### src/rtl/vpx_pkg.sv
package vpx_pkg;
  localparam int unsigned VPX_VA_W      = 20;
  localparam int unsigned VPX_PAGE_BITS = 14;
  localparam int unsigned VPX_PPN_W     = 4;
  localparam int unsigned VPX_SEC_W     = 16;
  // feedback taps for the 6-bit start-point generator (x^6 + x^5 + 1)
  localparam logic [5:0]  VPX_LFSR_TAPS = 6'b110000;
endpackage

### src/rtl/vpx_lfsr.sv
module vpx_lfsr #(
  parameter int unsigned W = 6,
  parameter logic [W-1:0] TAPS = 6'b110000
) (
  input  logic         clk,
  input  logic         rst_n,
  output logic [W-1:0] q
);
  logic [W-1:0] q_n;

  always_comb begin
    q_n = {q[W-2:0], ^(q & TAPS)};
  end

  always_ff @(posedge clk or negedge rst_n) begin
    if (!rst_n) q <= {{(W-1){1'b0}}, 1'b1};
    else        q <= q_n;
  end
endmodule

### src/rtl/vpx_table.sv
module vpx_table #(
  parameter int unsigned VPN_W  = 6,
  parameter int unsigned DATA_W = 16,
  localparam int unsigned N_ENT = 1 << VPN_W
) (
  input  logic              clk,
  input  logic              rst_n,
  input  logic              acc_en,
  input  logic [VPN_W-1:0]  acc_vpn,
  input  logic              acc_wr,
  input  logic              clr_use,
  input  logic              tw_en,
  input  logic [VPN_W-1:0]  tw_vpn,
  input  logic              tw_resident,
  input  logic [DATA_W-1:0] tw_data,
  output logic              rd_resident,
  output logic [DATA_W-1:0] rd_data,
  output logic [N_ENT-1:0]  res_vec,
  output logic [N_ENT-1:0]  use_vec,
  output logic [N_ENT-1:0]  mod_vec
);
  logic [DATA_W-1:0] data_q [N_ENT];
  logic              acc_hit;

  assign rd_resident = res_vec[acc_vpn];
  assign rd_data     = data_q[acc_vpn];
  assign acc_hit     = acc_en && rd_resident;

  for (genvar i = 0; i < N_ENT; i++) begin : g_ent
    logic              wr_sel, hit_sel;
    logic              res_n, use_n, mod_n;
    logic [DATA_W-1:0] data_n;

    always_comb begin
      wr_sel  = tw_en && (tw_vpn == VPN_W'(i));
      hit_sel = acc_hit && (acc_vpn == VPN_W'(i));
      res_n   = res_vec[i];
      data_n  = data_q[i];
      use_n   = use_vec[i];
      mod_n   = mod_vec[i];
      if (clr_use) use_n = 1'b0;
      if (hit_sel) begin
        use_n = 1'b1;
        if (acc_wr) mod_n = 1'b1;
      end
      if (wr_sel) begin
        res_n  = tw_resident;
        data_n = tw_data;
        use_n  = 1'b0;
        mod_n  = 1'b0;
      end
    end

    always_ff @(posedge clk or negedge rst_n) begin
      if (!rst_n) begin
        res_vec[i] <= 1'b0;
        use_vec[i] <= 1'b0;
        mod_vec[i] <= 1'b0;
        data_q[i]  <= '0;
      end else begin
        res_vec[i] <= res_n;
        use_vec[i] <= use_n;
        mod_vec[i] <= mod_n;
        data_q[i]  <= data_n;
      end
    end
  end
endmodule

### src/rtl/vpx_victim.sv
module vpx_victim #(
  parameter int unsigned VPN_W = 6,
  localparam int unsigned N_ENT = 1 << VPN_W
) (
  input  logic [N_ENT-1:0] res_vec,
  input  logic [N_ENT-1:0] use_vec,
  input  logic [N_ENT-1:0] mod_vec,
  input  logic [VPN_W-1:0] start,
  output logic             found,
  output logic [VPN_W-1:0] vpn,
  output logic             dirty
);
  logic             cold_hit, any_hit;
  logic [VPN_W-1:0] cold_idx, any_idx, idx;

  always_comb begin
    cold_hit = 1'b0;
    any_hit  = 1'b0;
    cold_idx = '0;
    any_idx  = '0;
    idx      = '0;
    for (int i = 0; i < N_ENT; i++) begin
      idx = start + VPN_W'(i);
      if (res_vec[idx] && !use_vec[idx] && !cold_hit) begin
        cold_hit = 1'b1;
        cold_idx = idx;
      end
      if (res_vec[idx] && !any_hit) begin
        any_hit = 1'b1;
        any_idx = idx;
      end
    end
    found = any_hit;
    vpn   = cold_hit ? cold_idx : any_idx;
    dirty = any_hit && mod_vec[vpn];
  end
endmodule

### src/rtl/vpage_xlate.sv
module vpage_xlate
  import vpx_pkg::*;
#(
  parameter int unsigned VA_W      = VPX_VA_W,
  parameter int unsigned PAGE_BITS = VPX_PAGE_BITS,
  parameter int unsigned PPN_W     = VPX_PPN_W,
  parameter int unsigned SEC_W     = VPX_SEC_W,
  localparam int unsigned VPN_W    = VA_W - PAGE_BITS,
  localparam int unsigned PA_W     = PPN_W + PAGE_BITS,
  localparam int unsigned N_ENT    = 1 << VPN_W
) (
  input  logic             clk,
  input  logic             rst_n,
  input  logic             req_valid,
  input  logic [VA_W-1:0]  req_va,
  input  logic             req_write,
  input  logic             clr_use,
  input  logic             tw_en,
  input  logic [VPN_W-1:0] tw_vpn,
  input  logic             tw_resident,
  input  logic [SEC_W-1:0] tw_data,
  output logic             rsp_valid,
  output logic [PA_W-1:0]  pa,
  output logic             fault,
  output logic [SEC_W-1:0] fault_sector,
  output logic             victim_found,
  output logic [VPN_W-1:0] victim_vpn,
  output logic             victim_dirty
);
  logic [VPN_W-1:0] req_vpn;
  logic             rd_resident;
  logic [SEC_W-1:0] rd_data;
  logic [N_ENT-1:0] res_vec, use_vec, mod_vec;
  logic [VPN_W-1:0] scan_start;
  logic             vic_found_n, vic_dirty_n;
  logic [VPN_W-1:0] vic_vpn_n;

  logic             rsp_valid_n, fault_n;
  logic [PA_W-1:0]  pa_n;
  logic [SEC_W-1:0] sector_n;

  assign req_vpn = req_va[VA_W-1:PAGE_BITS];

  vpx_table #(.VPN_W(VPN_W), .DATA_W(SEC_W)) table_i (
    .clk(clk), .rst_n(rst_n),
    .acc_en(req_valid), .acc_vpn(req_vpn), .acc_wr(req_write),
    .clr_use(clr_use),
    .tw_en(tw_en), .tw_vpn(tw_vpn), .tw_resident(tw_resident), .tw_data(tw_data),
    .rd_resident(rd_resident), .rd_data(rd_data),
    .res_vec(res_vec), .use_vec(use_vec), .mod_vec(mod_vec)
  );

  vpx_lfsr #(.W(VPN_W), .TAPS(VPN_W'(VPX_LFSR_TAPS))) lfsr_i (
    .clk(clk), .rst_n(rst_n), .q(scan_start)
  );

  vpx_victim #(.VPN_W(VPN_W)) victim_i (
    .res_vec(res_vec), .use_vec(use_vec), .mod_vec(mod_vec),
    .start(scan_start),
    .found(vic_found_n), .vpn(vic_vpn_n), .dirty(vic_dirty_n)
  );

  // next-state for the response registers
  always_comb begin
    rsp_valid_n = req_valid;
    fault_n     = fault;
    pa_n        = pa;
    sector_n    = fault_sector;
    if (req_valid) begin
      fault_n = !rd_resident;
      if (rd_resident) begin
        pa_n     = {rd_data[PPN_W-1:0], req_va[PAGE_BITS-1:0]};
        sector_n = '0;
      end else begin
        pa_n     = '0;
        sector_n = rd_data;
      end
    end
  end

  always_ff @(posedge clk or negedge rst_n) begin
    if (!rst_n) begin
      rsp_valid    <= 1'b0;
      fault        <= 1'b0;
      pa           <= '0;
      fault_sector <= '0;
      victim_found <= 1'b0;
      victim_vpn   <= '0;
      victim_dirty <= 1'b0;
    end else begin
      rsp_valid    <= rsp_valid_n;
      fault        <= fault_n;
      pa           <= pa_n;
      fault_sector <= sector_n;
      victim_found <= vic_found_n;
      victim_vpn   <= vic_vpn_n;
      victim_dirty <= vic_dirty_n;
    end
  end
endmodule

### config.mk
export PLATFORM = sky130hd
export DESIGN_NAME = vpage_xlate
export DESIGN_NICKNAME = d
export VERILOG_FILES = /design/src/rtl/vpx_pkg.sv /design/src/rtl/vpx_lfsr.sv /design/src/rtl/vpx_table.sv /design/src/rtl/vpx_victim.sv /design/src/rtl/vpage_xlate.sv
export SDC_FILE = /design/constraint.sdc
export NUM_CORES = 2
export LEC_CHECK = 0
export BUFFER_PORTS_ARGS = -buffer_cell sky130_fd_sc_hd__buf_2
export CELL_PAD_IN_SITES_DETAIL_PLACEMENT = 1
export CELL_PAD_IN_SITES_GLOBAL_PLACEMENT = 2
export CORE_ASPECT_RATIO = 0.9
export CORE_UTILIZATION = 45
export CTS_CLUSTER_SIZE = 24
export DETAILED_ROUTE_END_ITERATION = 12
export PLACE_DENSITY_LB_ADDON = 0.1
export SLEW_MARGIN = 20
export SYNTH_ARGS = -nofsm -noshare
export SYNTH_HDL_FRONTEND = slang
export SYNTH_HIERARCHICAL = 1
export SYNTH_SLANG_ARGS = --single-unit
### constraint.sdc
create_clock -name clk -period 11.2 [get_ports clk]
set_clock_uncertainty 0.2 [all_clocks]
set_input_delay 1.68 -clock clk [delete_from_list [all_inputs] [get_ports clk]]
set_output_delay 1.68 -clock clk [all_outputs]
set_load 0.01 [all_outputs]
* After elaboration in Yosys (flattened, before gate mapping)
Index checks and enable logic that the tools add are counted.
** Word-level totals
- Register bits after elaboration :: 1266
- Input bits :: 49
- Output and inout port bits :: 44
- Word-level logic and storage cells :: 2071
** Cells by class
- Add/sub/neg operators :: 63
- Order comparisons :: 67
- Equality and inequality tests :: 126
- Muxes and demuxes :: 780
- Bitwise logic cells :: 1
- Reductions and logical operators :: 770
** Operators by type and width (number)
- $bmux 1 s6 :: 130
- $mux 6 :: 129
- $mux 1 :: 516
- $lt 6x7->1 const B :: 66
- $eq 6x6->1 const B :: 64
- $logic_and 1x1->1 :: 320
- $reduce_bool 2->1 :: 128
- $add 6x6->6 const B :: 32
- $eq 6x5->1 const B :: 32
- $reduce_bool 3->1 :: 64
- $logic_not 1->1 :: 191
- $reduce_and 2->1 :: 64
- $add 6x5->6 const B :: 16
- $bmux 16 s6 :: 1
- $eq 6x4->1 const B :: 16
- $add 6x4->6 const B :: 8
- $eq 6x3->1 const B :: 8
- $mux 16 :: 3
- $add 6x3->6 const B :: 4
- $eq 6x2->1 const B :: 4
- $mux 18 :: 1
- $add 6x2->6 const B :: 2
- $eq 6x1->1 const B :: 2
- $logic_not 6->1 :: 2
- other kinds (4) :: 4

* Longest topological paths before layout
- Word-level depth :: 198
- Depth in mapped cells :: 45
- Mapped depth without buffers :: 23

* Cells and area by module
Netlist, hierarchy kept.
** Modules (own cells, without submodules)
- vpx_table :: instances 1, cells an instance 3553, area each 54299.6 µm², seq. area each 30429.2 µm²
- vpx_victim :: instances 1, cells an instance 3247, area each 24727.5 µm², seq. area each 0.0 µm²
- vpage_xlate :: instances 1, cells an instance 159, area each 1769.2 µm², seq. area each 1101.1 µm²
- vpx_lfsr :: instances 1, cells an instance 12, area each 197.7 µm², seq. area each 151.4 µm²

* Worst setup path before layout
No wires, ideal clock.
- Path kind :: reg2reg
- Start point :: register lfsr_i.q[1]
- End point :: register victim_dirty
- Setup time :: 0.119 ns
- Data arrival time :: 9.344 ns
- Data required time :: 10.881 ns
- Setup slack :: 1.537 ns
- Cell stages (with the launch flop) :: 42
- Path buffers :: 20
- Clock period less this slack :: 9.663 ns
- Cells stage by stage :: dfrtp_1 buf_4 buf_2 buf_6 buf_6 buf_6 buf_4 buf_6 buf_4 buf_2 inv_1 clkbuf_1 clkbuf_1 clkbuf_1 ha_1 buf_2 buf_4 mux4_2 [... 6 more ...] or3_1 buf_2 or4_1 buf_2 or4_1 buf_2 or3_1 buf_2 o221a_1 a211o_1 nor3b_2 a211oi_4 buf_6 mux2i_1 mux2i_1 a22oi_1 and3_1 o21a_1
** On the way
- Longest elaborated chain between the ends :: 198
- Elaborated cells between the ends (all ways) :: 959
- Those cells by class :: 63 x add/sub; 515 x mux; 381 x reduce/logical
** RTL lines
- start: declaration :: RTL line vpx_lfsr.sv:7 : output logic [W-1:0] q
- start signal: assignment :: RTL line vpx_lfsr.sv:16 : if (!rst_n) q <= {{(W-1){1'b0}}, 1'b1};
- start signal: assignment :: RTL line vpx_lfsr.sv:17 : else q <= q_n;
- parallel branches: the longest is 197 deep, another holds $add 6x1->6
- $logic_and 1x1->1 (*) :: RTL line vpx_victim.sv:35 : dirty = any_hit && mod_vec[vpn];
- named net vic_dirty_n :: RTL line vpage_xlate.sv:35 : logic vic_found_n, vic_dirty_n;
- end signal: assignment :: RTL line vpage_xlate.sv:97 : victim_dirty <= vic_dirty_n;
- end: declaration :: RTL line vpage_xlate.sv:28 : output logic victim_dirty
Mark *: on every way through the listed nets, which the timed path passes. The select of a mux whose other input is x is not followed.
A chain may end at the register's enable or synchronous reset.

* Worst setup path after layout
- Start point :: register lfsr_i.q[0]
- End point :: register victim_dirty
The elaborated chain is that of the path after synthesis.

==> metrics.md <==
| Metric | Value |
|---|---|
| DP Worst Slack | `1.06 ns` |
| CTS Buffer Depth | `3` |
| Max-cap violations | `0` |
| Final instance area | `90600 um^2` |
| CTS tree | `yes` |
| Routed wire per std cell | `43.3 um` |
| Hold Crit Depth | `1` |
| Post_cts resized | `0` |
| Total chip power | `13.6 mW` |
| Internal reg-to-reg setup slack | `0.88 ns` |
| Yosys cell types | `112` |
| Die Wd | `449 um` |
| Synthesized Nets | `7037` |
| Power per cell area | `150 nW/um^2` |
| Layout Nets | `7086` |
| Top FF cell, synth | `dfrtp_1` |
| Seq/Total Area, Yosys | `39.1%` |
| Top Metal Used | `met5` |
| Die Area | `182000 um^2` |
| Number of synthesized register bits | `1266` |
| Cells on worst reg2reg path | `24` |
| Critical Path RT | `11.67 ns` |
| Grt total ovfl | `0` |
| Hold Startpoint | `table_i/data_q[891]$_DFFE_PN0P_` |
| Arrival time of the worst setup path | `10.79 ns` |
| Area Overhead vs Synth | `11.9%` |
| Post-Route Setup TNS | `0 ns` |
| DRT antenna net count | `0` |
| Synth async-reset ratio | `100%` |
| Worst VDD drop | `0.172 mV` |
| Clock slew at reported path FFs | `0.07 ns` |
| # DRC | `0` |
| Synth area leaders | `dfrtp_1 (39%), mux4_2 (16%), mux2_2 (15%)` |
| Max Clock Freq | `96.9 MHz` |
| R2R Path End | `victim_dirty$_DFF_PN0_` |
| GR Util All Layers | `45.1%` |
| Synthesized cell area | `81000 um^2` |
| Rel. slew slack | `10.4%` |
| Hold EP | `table_i/data_q[891]$_DFFE_PN0P_` |
| Vias in the first global route | `69700` |
| Hold_buf cts | `0` |
| Final WS setup | `0.881 ns` |
| Worst setup EP type | `flip-flop` |
| FF-to-FF Start | `lfsr_i/q[0]$_DFF_PN1_` |
| Final HPWL DP | `300 mm` |
| Initial DRC count | `9442` |
| Final Cycle Share | `92.1%` |
| Yosys warning total | `6` |
| Worst Setup SP | `lfsr_i/q[0]$_DFF_PN1_` |
| # clock sinks | `1266` |
| Post-synth top area cell | `dfrtp_1` |
| WL met2 | `171 mm` |
| Initial antenna violation count | `64` |
| Worst Path Max Fanout | `44` |
| Share of cells above drive strength 1 | `36.5%` |
| Finish-stage setup viols | `0` |
| Metal3 WL | `51.0 mm` |
| Syn Area/Cell | `11.6 um^2` |
| Initial core utilization | `45.4%` |
| Final Hold Vio Count | `0` |
| Post-synth top area share | `39.1%` |
| Cts bufs inserted | `137` |
| Setup bufs post-CTS | `0` |
| Worst Hold Class | `flip-flop to flip-flop` |
| Met1 Wirelength | `162 mm` |
| Leak Pwr | `38.3 nW` |
| First-pass GRT wire length | `575 mm` |
| Status | `finished clean` |
| RSZ-0062 raised after global routing | `false` |
| Clock Latency Late Sink | `0.80 ns` |
| Number of flops mapped to enable cells by yosys | `0` |
| CP Launch Type | `flip-flop` |
| Die Ht | `404 um` |
| Placed cell area | `85700 um^2` |
| Slew Limit Fails | `0` |
| Drt via density | `7.32` |
| Routed wire length | `414 mm` |
| Core box area | `179000 um^2` |
| Rows | `147` |
| Largest net degree at the start of global routing | `202` |
| Slew of the pin with the lowest slew margin | `1.34 ns` |
| First-pass DRT Iterations | `6` |
| GPL Wtd Cong | `1.13` |
| Buffers added on ports | `92` |
| Io pins | `93` |
| H-tree level count | `4` |
| Syn Inst Count | `6971` |
| Type of the worst setup path | `flip-flop to flip-flop` |
| Min Tclk post-route | `10.32 ns` |
| Via count | `70000` |
| Clock Tree Root | `clkbuf_16` |
==> stage by stage <==
stage / hold slack, ns / std cells / utilization, %
floorplan: 0.155 / 6971 / -
CTS: 0.285 / 9502 / 50.6
detailed placement: 0.271 / 9260 / 48.0
global route: 0.294 / 9531 / 50.7
global placement: 0.261 / 9258 / 48.0
finish: 0.284 / 9563 / 50.7
==> how the worst max path moves through the flow <==
stage / endpoint / slack, ns
after floorplan: victim_dirty$_DFF_PN0_ / 1.54
after global placement: victim_dirty$_DFF_PN0_ / 1.19
after global routing: victim_dirty$_DFF_PN0_ / 0.75
final: victim_dirty$_DFF_PN0_ / 0.88
after CTS: victim_dirty$_DFF_PN0_ / 1.02
after detailed placement: victim_dirty$_DFF_PN0_ / 1.06
==> sequential cells by signal, indices dropped and copies added, names as in the netlist <==
register         count
table_i/data_q    1024
table_i/res_vec     64
fault_sector        16
pa                  18
victim_dirty         1
table_i/mod_vec     64
table_i/use_vec     64
rsp_valid            1
lfsr_i/q             6
victim_vpn           6
fault                1
victim_found         1
==> Yosys cell counts (76+ instances only) <==
master	instances
a21oi_1	297
a22oi_1	198
buf_2	126
clkbuf_1	348
dfrtp_1	1265
inv_1	86
mux2_2	1090
mux2i_1	211
mux4_2	575
nand2_1	337
nand3_1	183
nor2_1	504
nor3_1	94
o21ai_0	189
xnor2_1	76
==> metal layers <==
metal  vias up  track usage (%)
li1      27100                -
met3      1074             17.0
met4        56             27.1
met1     37400             59.7
met5         -            0.318
met2      4351             62.4
==> final cells by class <==
class,instances,area (um^2)
fillers,18300,88000
multi-input cells,5020,47100
flip-flops and latches,1266,31700
clock buffers,202,4020
repair buffers,498,3800
well taps,2384,2980
clock inverters,40,559
inverters,97,365
diodes,56,140
==> where the power goes <==
| part | total (mW) | switching [mW] | internal [mW] |
|---|---|---|---|
| clock network | 4.65 | 2.02 | 2.63 |
| logic | 3.39 | 2.04 | 1.34 |
| registers | 5.57 | 0.433 | 5.13 |
| total | 13.6 | 4.50 | 9.11 |
==> cell families after synthesis <==
| group | after synthesis | synth area share [%] |
|---|---|---|
| muxes | 1934 | 34.6 |
| buffers and inverters | 685 | 3.68 |
| xor gates and xnor gates | 84 | 0.918 |
| adders and majority gates | 17 | 0.263 |
| AOI/OAI and AO/OA | 1309 | 11.1 |
| and+or+nand+nor | 1676 | 10.3 |
| DFF | 1266 | 39.1 |
==> critical path: stages, from the launching register on <==
cell     delay [ns]
dfstp_4        0.85
inv_2          0.10
ha_4           0.82
mux4_2         0.72
mux2_2         0.33
mux2i_1        0.49
mux2i_1        0.20
a21oi_1        0.76
nor2_1         0.33
nor4_1         0.75
nand2_1        0.16
or4_1          0.75
nor3_1         0.74
nand2_1        0.42
nand3_1        0.17
nor4_1         0.07
a31oi_2        0.74
a31oi_4        0.20
buf_12         0.26
mux2i_1        0.18
mux2i_1        0.10
mux2i_1        0.30
a22oi_1        0.11
and3_1         0.19
o21a_1         0.17
==> layout by cell type (no fill, tap or decap), types with 71 or more instances in the layout <==
cell	n
dfrtp_1	1260
mux2_2	1090
mux4_2	575
nor2_1	465
buf_4	387
nand2_1	337
a21oi_1	289
mux2i_1	203
a22oi_1	198
o21ai_0	186
nand3_1	183
clkbuf_16	139
nor3_1	93
buf_2	88
inv_1	86
a32oi_1	72
o22ai_1	71
Power figures use the tool's default switching activity.
